--- src/rtl/pwr_key_ctrl.sv ---
module pwr_key_ctrl #(
  parameter int          AW      = 8,
  parameter int          LPCTL_W = 8,
  parameter logic [15:0] PM_KEY1 = 16'h4859,
  parameter logic [15:0] PM_KEY2 = 16'hF27B,
  parameter logic [19:0] LP_KEY  = 20'hC59D6
) (
  input  logic               clk,
  input  logic               rst_n,
  input  logic [AW-1:0]      addr,
  input  logic [31:0]        wdata,
  input  logic               wr_en,
  output logic [31:0]        rdata,
  output logic [1:0]         pwr_mode_o,
  output logic               tmr_sleep_en_o,
  output logic               seq_sleep_en_o,
  output logic               lf_clk_sel_o,
  output logic [LPCTL_W-1:0] lp_ctrl_o
);
  localparam logic [AW-1:0] A_PM     = AW'(8'h00);
  localparam logic [AW-1:0] A_PKEY   = AW'(8'h04);
  localparam logic [AW-1:0] A_LPKEY  = AW'(8'h08);
  localparam logic [AW-1:0] A_CLKSEL = AW'(8'h0C);
  localparam logic [AW-1:0] A_LPCTL  = AW'(8'h10);
  localparam logic [1:0]    MODE_ACTIVE = 2'b01;
  localparam logic [1:0]    MODE_RSVD   = 2'b11;

  typedef enum logic [1:0] {SEQ_LOCKED, SEQ_HALF, SEQ_OPEN} seq_t;

  seq_t               seq_q, seq_d;
  logic [19:0]        lpkey_q;
  logic [1:0]         mode_q;
  logic               tmr_q, sqs_q, cs_q;
  logic [LPCTL_W-1:0] lpc_q;
  logic               pm_open, lp_open;
  logic               unused_hi;

  wire wr_pm    = wr_en && (addr == A_PM);
  wire wr_pkey  = wr_en && (addr == A_PKEY);
  wire wr_lpkey = wr_en && (addr == A_LPKEY);
  wire wr_cs    = wr_en && (addr == A_CLKSEL);
  wire wr_lpc   = wr_en && (addr == A_LPCTL);

  assign pm_open   = (seq_q == SEQ_OPEN);
  assign lp_open   = (lpkey_q == LP_KEY);
  assign unused_hi = ^wdata[31:20];

  always_comb begin
    seq_d = seq_q;
    if (wr_pkey) begin
      if (wdata[15:0] == PM_KEY1)
        seq_d = SEQ_HALF;
      else if (wdata[15:0] == PM_KEY2 && seq_q == SEQ_HALF)
        seq_d = SEQ_OPEN;
      else
        seq_d = SEQ_LOCKED;
    end else if (wr_en) begin
      seq_d = SEQ_LOCKED;
    end
  end

  always_ff @(posedge clk or negedge rst_n) begin
    if (!rst_n) begin
      seq_q   <= SEQ_LOCKED;
      mode_q  <= MODE_ACTIVE;
      tmr_q   <= 1'b0;
      sqs_q   <= 1'b0;
    end else begin
      seq_q <= seq_d;
      if (wr_pm && pm_open && wdata[1:0] != MODE_RSVD) begin
        mode_q <= wdata[1:0];
        tmr_q  <= wdata[2];
        sqs_q  <= wdata[3];
      end
    end
  end

  always_ff @(posedge clk or negedge rst_n) begin
    if (!rst_n) begin
      lpkey_q <= '0;
      cs_q    <= 1'b0;
      lpc_q   <= '0;
    end else begin
      if (wr_lpkey)           lpkey_q <= wdata[19:0];
      if (wr_cs  && lp_open)  cs_q    <= wdata[0];
      if (wr_lpc && lp_open)  lpc_q   <= wdata[LPCTL_W-1:0];
    end
  end

  always_comb begin
    rdata = '0;
    case (addr)
      A_PM:     rdata = {28'd0, sqs_q, tmr_q, mode_q};
      A_CLKSEL: rdata = {31'd0, cs_q};
      A_LPCTL:  rdata = 32'(lpc_q);
      default:  rdata = '0;
    endcase
  end

  assign pwr_mode_o     = mode_q;
  assign tmr_sleep_en_o = tmr_q;
  assign seq_sleep_en_o = sqs_q;
  assign lf_clk_sel_o   = cs_q;
  assign lp_ctrl_o      = lpc_q;
endmodule

--- config.mk ---
export PLATFORM = sky130hd
export DESIGN_NAME = pwr_key_ctrl
export DESIGN_NICKNAME = d
export VERILOG_FILES = /design/src/rtl/pwr_key_ctrl.sv
export SDC_FILE = /design/constraint.sdc
export NUM_CORES = 1
export LEC_CHECK = 0
export CORE_MARGIN = 5
export CORE_UTILIZATION = 50
export DETAILED_ROUTE_END_ITERATION = 6
export DONT_BUFFER_PORTS = 1
export PLACE_DENSITY = 0.72
export RECOVER_POWER = 100
export SLEW_MARGIN = 20
export SYNTH_ARGS = -nofsm -noshare
export SYNTH_HDL_FRONTEND = slang
export SYNTH_SLANG_ARGS = --single-unit
--- constraint.sdc ---
create_clock -name clk -period 4.4 [get_ports clk]
set_clock_uncertainty 0.15 [all_clocks]
set_input_delay 1.32 -clock clk [delete_from_list [all_inputs] [get_ports clk]]
set_output_delay 1.32 -clock clk [all_outputs]
set_load 0.1 [all_outputs]
# Yosys cells after proc, flatten, opt, wreduce, memory -nomap -nowiden
# Cells that the tools add are included.
# W data, S select, Z words.
# classes
n_reduce_logical,12
muxes,5
n_eq_ne,10
# op_table
cell,count
$pmux W8 S3,1
$eq A20 B20 Y1 const B,1
$eq A16 B15 Y1 const B,1
$eq A16 B16 Y1 const B,1
$eq A8 B4 Y1 const B,2
$logic_and A1 B1 Y1,10
$eq A8 B3 Y1 const B,1
$eq A8 B5 Y1 const B,1
$logic_not A8 Y1,1
$mux W2,4
$eq A2 B1 Y1 const B,1
$eq A2 B2 Y1 const B,1
$ne A2 B2 Y1 const B,1
$reduce_bool A2 Y1,1
# totals
in_bits,43
out_inout_bits,45
elab_cells,34
regBits,35

# Logic depth before layout (Yosys ltp)
# Gate-level depths: netlist of run 1.
# logic_depth
depth_word,5
depth_mapped,5
mapped_depth_nobuf,4

# Least setup slack after synthesis of run 1
# No wires, ideal clock.
# synth_path
kind,in2out
from,input port addr[4]
to,output port rdata[0]
cell_stages,4
n_path_buf,0
slack_ps,-15
arrival_time_ps,2945
required_time_ps,2930
path_cell_list,or4_4 > nor4b_4 > nand2_1 > nand2_1
# synth_via
elab_chain_len,2
elab_cells_between_ends,4
classes_between,eq/ne (2); mux (1); reduce/logical (1)
# synth_lines
item,line,text
"start, declared",10,"input logic [AW-1:0] addr,"
"$eq A8 B5 Y1, or another cell as far along",92,case (addr)
$pmux W8 S3 (*),92,
"end, declared",13,"output logic [31:0] rdata,"
# Mark *: on every way between the ends. The rest lies on a longest branch, timed or not.

# Worst setup path after layout of run 1
# layout_path
from,input port addr[4]
to,output port rdata[1]
# Same word-level chain as after synthesis.

==> reports/metrics.csv, run 1 <==
stage,metric,value,unit
sta,hold_viol_final,0,
floorplan,io_pins,88,
clocking,cts_hold_buf,0,
power_and_ir_drop,ir_drop,0.225,mV
finish,layout_commonest_cell,dfrtp_1,
finish,mostFrequentLayoutCells,"dfrtp_1 (34), mux2_2 (28), conb_1 (24), clkbuf_8 (6)",
global_routing,grt_pass1_wl,6220,µm
worst_hold_path,hold_path.class,reg -> reg,
yosys,netlist_instances,147,
route,viasPerCell,5.43,
clocking,h-tree-depth,2,
yosys,seq_area_frac_synth,47.8,%
yosys,synth_top_cell_area_share,46.4,%
finish,fin_util,53.3,%
run_status,outcome,"finished, final reports clean",
yosys,yosysWarnings,0,
sta,setup_tns,0,ps
setup_path,critPathKind,in -> out,
finish,layout-drive-gt1-share,30.8,%
sta,maxSlewHeadroom,23.7,%
sta,period_minus_slack,4260,ps
floorplan,fp.coreArea,0.00361,mm²
sta,fmax,0.235,GHz
clocking,insertion_delay,280,ps
global_routing,grt_antenna_before_repair,0,
setup_path,critPathCaptureType,output pin,
sta,slew_violations,0,
setup_path,path_max_fanout,5,
power_and_ir_drop,leakage,0.948,nW
setup_path,critPathArrivalTime,2790,ps
route,post_drt_wl_per_cell,18.1,µm
clocking,cts_buffers,5,
route,drc_errors,0,
yosys,synth_top_area_cell,dfrtp_1,
floorplan,die-height,70.6,µm
clocking,clk_pin_slew,70,ps
global_routing,track_usage,15.7,%
sta,worst_slew_pin_slew,1140,ps
yosys,synth_area,0.00184,mm²
route,first_pass_iters,4,
setup_path,critPathLaunchType,input pin,
sta,period_share,96.9,%
sta,rsz0062_at_grt,false,
finish,n_antenna_cell,0,
yosys,synth_cell_types,31,
yosys,avgSynthCellArea,12.5,µm²
clocking,post-cts-setup-buffer-count,0,
sta,holdWs,353,ps
place,dp_hpwl,2980,µm
clocking,cts_buffer_depth,2,
global_routing,grt_max_degree,36,
clocking,clock_sinks,35,
place,gp_congestion,0.752,
floorplan,design.die.area,0.00498,mm²
place,portBuffers,0,
clocking,postCtsResizedCells,0,
finish,layout.nets,201,
yosys,yosys-top-cells-area,"dfrtp_1 (46%), mux2_2 (18%), buf_4 (9.8%)",
floorplan,die_x,70.6,µm
floorplan,rows,22,
job,drv_cap,0,
route,ant_nets,0,
route,drt-initial-drc-count,43,
yosys,synth_seq_cells,35,
floorplan,start_util,50.9,%
global_routing,grt_overflow_total,0,
clocking,cts_root_buf,clkbuf_8,
route,wl,3750,µm
sta,finalSetupViolCount,0,
route,vias,1124,
finish,areaGrowthSynthToFinish,4.77,%
finish,fillerInstances,329,
global_routing,grt_pass1_vias,1208,
power_and_ir_drop,p_per_area,349,mW/mm²
clocking,cts_tree,done,
setup_path,cp.required,2930,ps
-- area by class of cell --
type	count	area (µm²)	share of cell area (%)
inverter	2	7.51	0.390
clock inverter	1	5.00	0.260
clock buffer	7	86.3	4.49
multi-input combinational	105	810	42.1
sequential	35	877	45.6
tap	48	60.1	3.12
timing repair buffer	9	77.6	4.03
-- metal layers --
layer  up-vias  share of wire, %  GRT usage, %
met5         -                 0             0
met4         0               1.1          4.38
met3         6                14          8.10
met2        63                51          26.7
met1       543                34          17.3
li1        512                 -             -
-- power by group --
part | total (mW) | switching (mW) | internal (mW)
Clock | 0.231 | 0.105 | 0.126
Sequential | 0.335 | 0.00448 | 0.331
Combinational | 0.104 | 0.0937 | 0.0108
Total | 0.671 | 0.203 | 0.467
-- synth_stat cells --
library cell / number
a211oi_1: 1
a22o_2: 3
a32oi_1: 1
and2_1: 4
and3_1: 2
and4_1: 1
and4b_1: 3
buf_2: 2
buf_4: 24
buf_6: 1
clkbuf_1: 1
conb_1: 1
dfrtp_1: 34
dfstp_2: 1
inv_1: 2
mux2_2: 29
mux2_4: 4
nand2_1: 4
nand3_1: 2
nand4_1: 4
nand4b_1: 2
nor2_1: 4
nor3_1: 2
nor3_2: 2
nor3b_1: 2
nor4_1: 2
nor4b_1: 4
nor4b_4: 1
nor4bb_1: 1
o22ai_1: 2
or4_4: 1
-- critical path, stage by stage --
cell and delay (ps):
or4_1 590, nor4b_4 430, a22o_2 230, buf_6 220
-- sequential cells by signal, indices dropped and copies added (netlist names) --
| name | cells |
|---|---|
| lf_clk_sel_o | 1 |
| lp_ctrl_o | 8 |
| lpkey_q | 20 |
| pwr_mode_o | 2 |
| seq_q | 2 |
| seq_sleep_en_o | 1 |
| tmr_sleep_en_o | 1 |
-- worst paths after layout --
path,startpoint,end,slack (ps),cells after the start
setup / recovery,addr[4],rdata[1],140,4
hold / removal,lpkey_q[8]$_DFFE_PN0P_,lpkey_q[8]$_DFFE_PN0P_,350,1
setup reg to reg,lpkey_q[13]$_DFFE_PN0P_,lp_ctrl_o[6]$_DFFE_PN0P_,1850,4
hold reg to reg,lpkey_q[8]$_DFFE_PN0P_,lpkey_q[8]$_DFFE_PN0P_,350,1
max in group asynchronous,rst_n,pwr_mode_o[0]$_DFFE_PN1P_,3350,0
min in group asynchronous,rst_n,lpkey_q[16]$_DFFE_PN0P_,580,0
-- through the flow --
stage / instances / worst slack (ps) / area (µm²) / power [mW]
finish: 207 / 137 / 1920 / 0.671
global placement: 199 / 224 / 1900 / 0.444
floorplan: 170 / 207 / 1920 / 0.459
detailed placement: 199 / 211 / 1900 / 0.445
CTS: 207 / 209 / 1990 / 0.679
global route: 207 / 88.6 / 1920 / 0.700
-- cells by family after synthesis --
| family | Yosys count | share of synthesized area, % |
|---|---|---|
| muxes | 33 | 21.1 |
| AOI/OAI and AO/OA | 7 | 3.20 |
| DFF | 35 | 47.8 |
| and+or+nand+nor | 41 | 16.2 |
| buffers and inverters | 30 | 11.6 |
| other | 1 | 0.204 |
Note: power is estimated with default switching activity, not from simulation.
==> inputs of run 2 (changes only) <==
--- a/config.mk
+++ b/config.mk
@@ -5,6 +5,7 @@
 export SDC_FILE = /design/constraint.sdc
 export NUM_CORES = 1
 export LEC_CHECK = 0
+export ABC_AREA = 1
 export CORE_MARGIN = 5
 export CORE_UTILIZATION = 50
 export DETAILED_ROUTE_END_ITERATION = 6
==> constraint.sdc (replaced) <==
create_clock -name clk -period 5.3 [get_ports clk]
set_clock_uncertainty 0.15 [all_clocks]
set_input_delay 1.59 -clock clk [delete_from_list [all_inputs] [get_ports clk]]
set_output_delay 1.59 -clock clk [all_outputs]
set_load 0.1 [all_outputs]
==> run 2 against run 1 <==
- flip-flop and latch count unchanged
- critical path depth is 2 higher
- count of clock-buffer cells in the layout up 1
==> reports/metrics.csv, run 2 <==
stage,metric,value,unit,change
setup_path,crit_cells,6,,+2
finish,top_register,lpkey_q,,
setup_path,path_max_fanout,5,,unchanged
yosys,yosysMostFrequentCell,nand2_1,,
floorplan,die_x,74.9,µm,+6.0%
setup_path,regToRegStartpoint,lpkey_q[16]$_DFFE_PN0P_,,
clocking,cts_buffer_depth,2,,unchanged
yosys,synth_cell_types,21,,-32%
setup_path,critPathLaunchType,input pin,,
place,gp_congestion,0.838,,+12%
place,dp_hpwl,3320,µm,+11%
finish,areaGrowthSynthToFinish,1.90,%,
clocking,cts_root_buf,clkbuf_8,,
sta,slew_violations,0,,unchanged
yosys,yosys-top-cells-area,"dfrtp_1 (40%), nand2_1 (16%), buf_4 (8.6%)",,
yosys,synth_common_cells,"nand2_1 (92), inv_1 (43), nand3_1 (35)",,
power_and_ir_drop,ir_drop,0.167,mV,-26%
floorplan,rows,23,,+4.5%
sta,fmax,0.210,GHz,
yosys,seq_area_frac_synth,41.7,%,-6.1 points
yosys,synth_seq_cells,35,,unchanged
floorplan,io_pins,88,,unchanged
global_routing,grt_overflow_total,0,,unchanged
setup_path,worstPathBufferInverterCount,1,,unchanged
clocking,cts_buffers,5,,unchanged
setup_path,critPathMaxStageDelay,460,ps,-130 ps
finish,layout-drive-gt1-share,7.89,%,-23 points
floorplan,design.die.area,0.00560,mm²,+12%
route,vias,1703,,+52%
setup_path,critPathCaptureType,output pin,,
clocking,clock_sinks,35,,unchanged
clocking,h-tree-depth,2,,unchanged
setup_path,reg2reg_to,lp_ctrl_o[6]$_DFFE_PN0P_,,
global_routing,grt_pass1_vias,1510,,+25%
finish,largest_reg_flops,20,,unchanged
yosys,yosysWarnings,0,,unchanged
worst_hold_path,whs_endpoint,lpkey_q[16]$_DFFE_PN0P_,,
route,ant_nets,0,,unchanged
global_routing,grt_antenna_before_repair,0,,unchanged
yosys,synth_ff_type,dfrtp_1,,
route,drc_errors,0,,unchanged
power_and_ir_drop,p_per_area,275,mW/mm²,-21%
route,viasPerCell,4.81,,-11%
yosys,avgSynthCellArea,7.20,µm²,-42%
setup_path,cp.required,3560,ps,+630 ps
yosys,synth_area,0.00210,mm²,+15%
finish,layout.nets,346,,+72%
sta,period_share,90.0,%,
global_routing,grt_max_degree,36,,unchanged
floorplan,fp.coreArea,0.00403,mm²,+12%
clocking,postCtsResizedCells,0,,unchanged
yosys,synth_top_area_cell,dfrtp_1,,
clocking,insertion_delay,290,ps,about the same
job,drv_cap,0,,unchanged
clocking,cts_tree,done,,
floorplan,die-height,74.9,µm,+6.0%
sta,maxSlewHeadroom,35.8,%,+12 points
place,portBuffers,0,,unchanged
sta,period_minus_slack,4770,ps,
sta,setup_tns,0,ps,unchanged
route,post_drt_wl_per_cell,12.6,µm,-30%
global_routing,grt_pass1_wl,6930,µm,+11%
finish,n_antenna_cell,0,,unchanged
sta,rsz0062_at_grt,false,,
worst_hold_path,hp-start,lpkey_q[16]$_DFFE_PN0P_,,
run_status,outcome,"finished, final reports clean",,
clocking,cts_hold_buf,0,,unchanged
sta,finalSetupViolCount,0,,unchanged
setup_path,critPathKind,in -> out,,
power_and_ir_drop,total_power,0.590,mW,-12%
setup_path,reg2reg_depth,8,,+4
setup_path,path_delay_family,simple AND/OR/NAND/NOR gates,,
yosys,synth_edf_count,0,,unchanged
finish,mostFrequentLayoutCells,"nand2_1 (96), inv_1 (43), nand3_1 (35), dfrtp_1 (34), nor2_1 (26)",,
finish,fin_util,53.2,%,-0.13 points
worst_hold_path,hold_path.class,reg -> reg,,
finish,layout_commonest_cell,nand2_1,,
yosys,async_flop_share,100,%,unchanged
clocking,post-cts-setup-buffer-count,0,,unchanged
yosys,netlist_instances,292,,+99%
setup_path,reg2reg_setup_slack,3520,ps,+1670 ps
clocking,clk_pin_slew,60,ps,about the same
setup_path,cp_slowest_cell,clkbuf_2,,
worst_hold_path,hold_depth,2,,+1
route,drt-initial-drc-count,117,,+170%
floorplan,start_util,52.2,%,+1.3 points
sta,worst_slew_pin_slew,964,ps,-172 ps
place,placed_cells,346,,+74%
sta,hold_viol_final,0,,unchanged
finish,fin_cells,354,,+71%
setup_path,critPathArrivalTime,3030,ps,+240 ps
global_routing,track_usage,16.5,%,+0.76 points
setup_path,crit_chain,"nor2_1, nand2_1, nor2_1, nand2_1, nor2_2, clkbuf_2",,
yosys,synth_top_cell_area_share,40.5,%,-5.9 points
power_and_ir_drop,leakage,1.17,nW,+23%
finish,fillerInstances,421,,+28%
route,first_pass_iters,5,,+1
route,wl,4460,µm,+19%
==> run 2: final cells by class <==
cell class / count / area (µm²) / share of cell area, %
Tap cell: 50 / 62.6 / 2.92
Inverter: 44 / 165 / 7.71
Sequential cell: 35 / 877 / 40.9
Clock buffer: 8 / 100 / 4.67
Multi-Input combinational cell: 208 / 895 / 41.7
Timing Repair Buffer: 9 / 43.8 / 2.04
==> run 2: where the power goes <==
part	leakage [nW]	internal, mW	switching, mW
combinational	0.634	0.00817	0.0892
clock	0.0515	0.119	0.0953
sequential	0.482	0.274	0.00448
total	1.17	0.401	0.189
==> run 2: through the flow <==
step                      cell area, µm²  hold slack, ps  worst slack, ps
after floorplan                     2190             292              197
after global placement              2110             304              769
after detailed placement            2110             309              752
after CTS                           2210             327              737
after global routing                2140             342              348
final                               2140             323              530
==> run 2: layer usage <==
metal	routed length, µm	up-vias	share of wire, %	global-route usage [%]
li1	-	869	-	-
met1	1850	767	42	21.0
met2	2170	61	49	26.6
met3	366	6	8.2	4.54
met4	68	0	1.5	6.52
met5	0	-	0	0
==> run 2: kinds of logic (layout without fill, tap and decap cells) <==
logic type	after synthesis	after routing	share of synthesized area, %
AOI/OAI and AO/OA	11	11	3.33
buffers and inverters	72	61	18.2
DFF	35	35	41.7
other	1	24	0.178
and+or+nand+nor	173	173	36.6
==> run 2: how the worst max path moves through the flow <==
stage,startpoint,to,slack (ps)
final,addr[1],rdata[4],530
after CTS,addr[1],rdata[0],740
after floorplan,addr[6],rdata[4],200
after global placement,addr[1],rdata[0],770
after global routing,addr[6],rdata[0],350
after detailed placement,addr[1],rdata[0],750
==> run 2: tightest hold or removal path, stage by stage (launching register included) <==
cell and delay, ps:
dfrtp_1 340, nand2_1 60, nand2_1 40
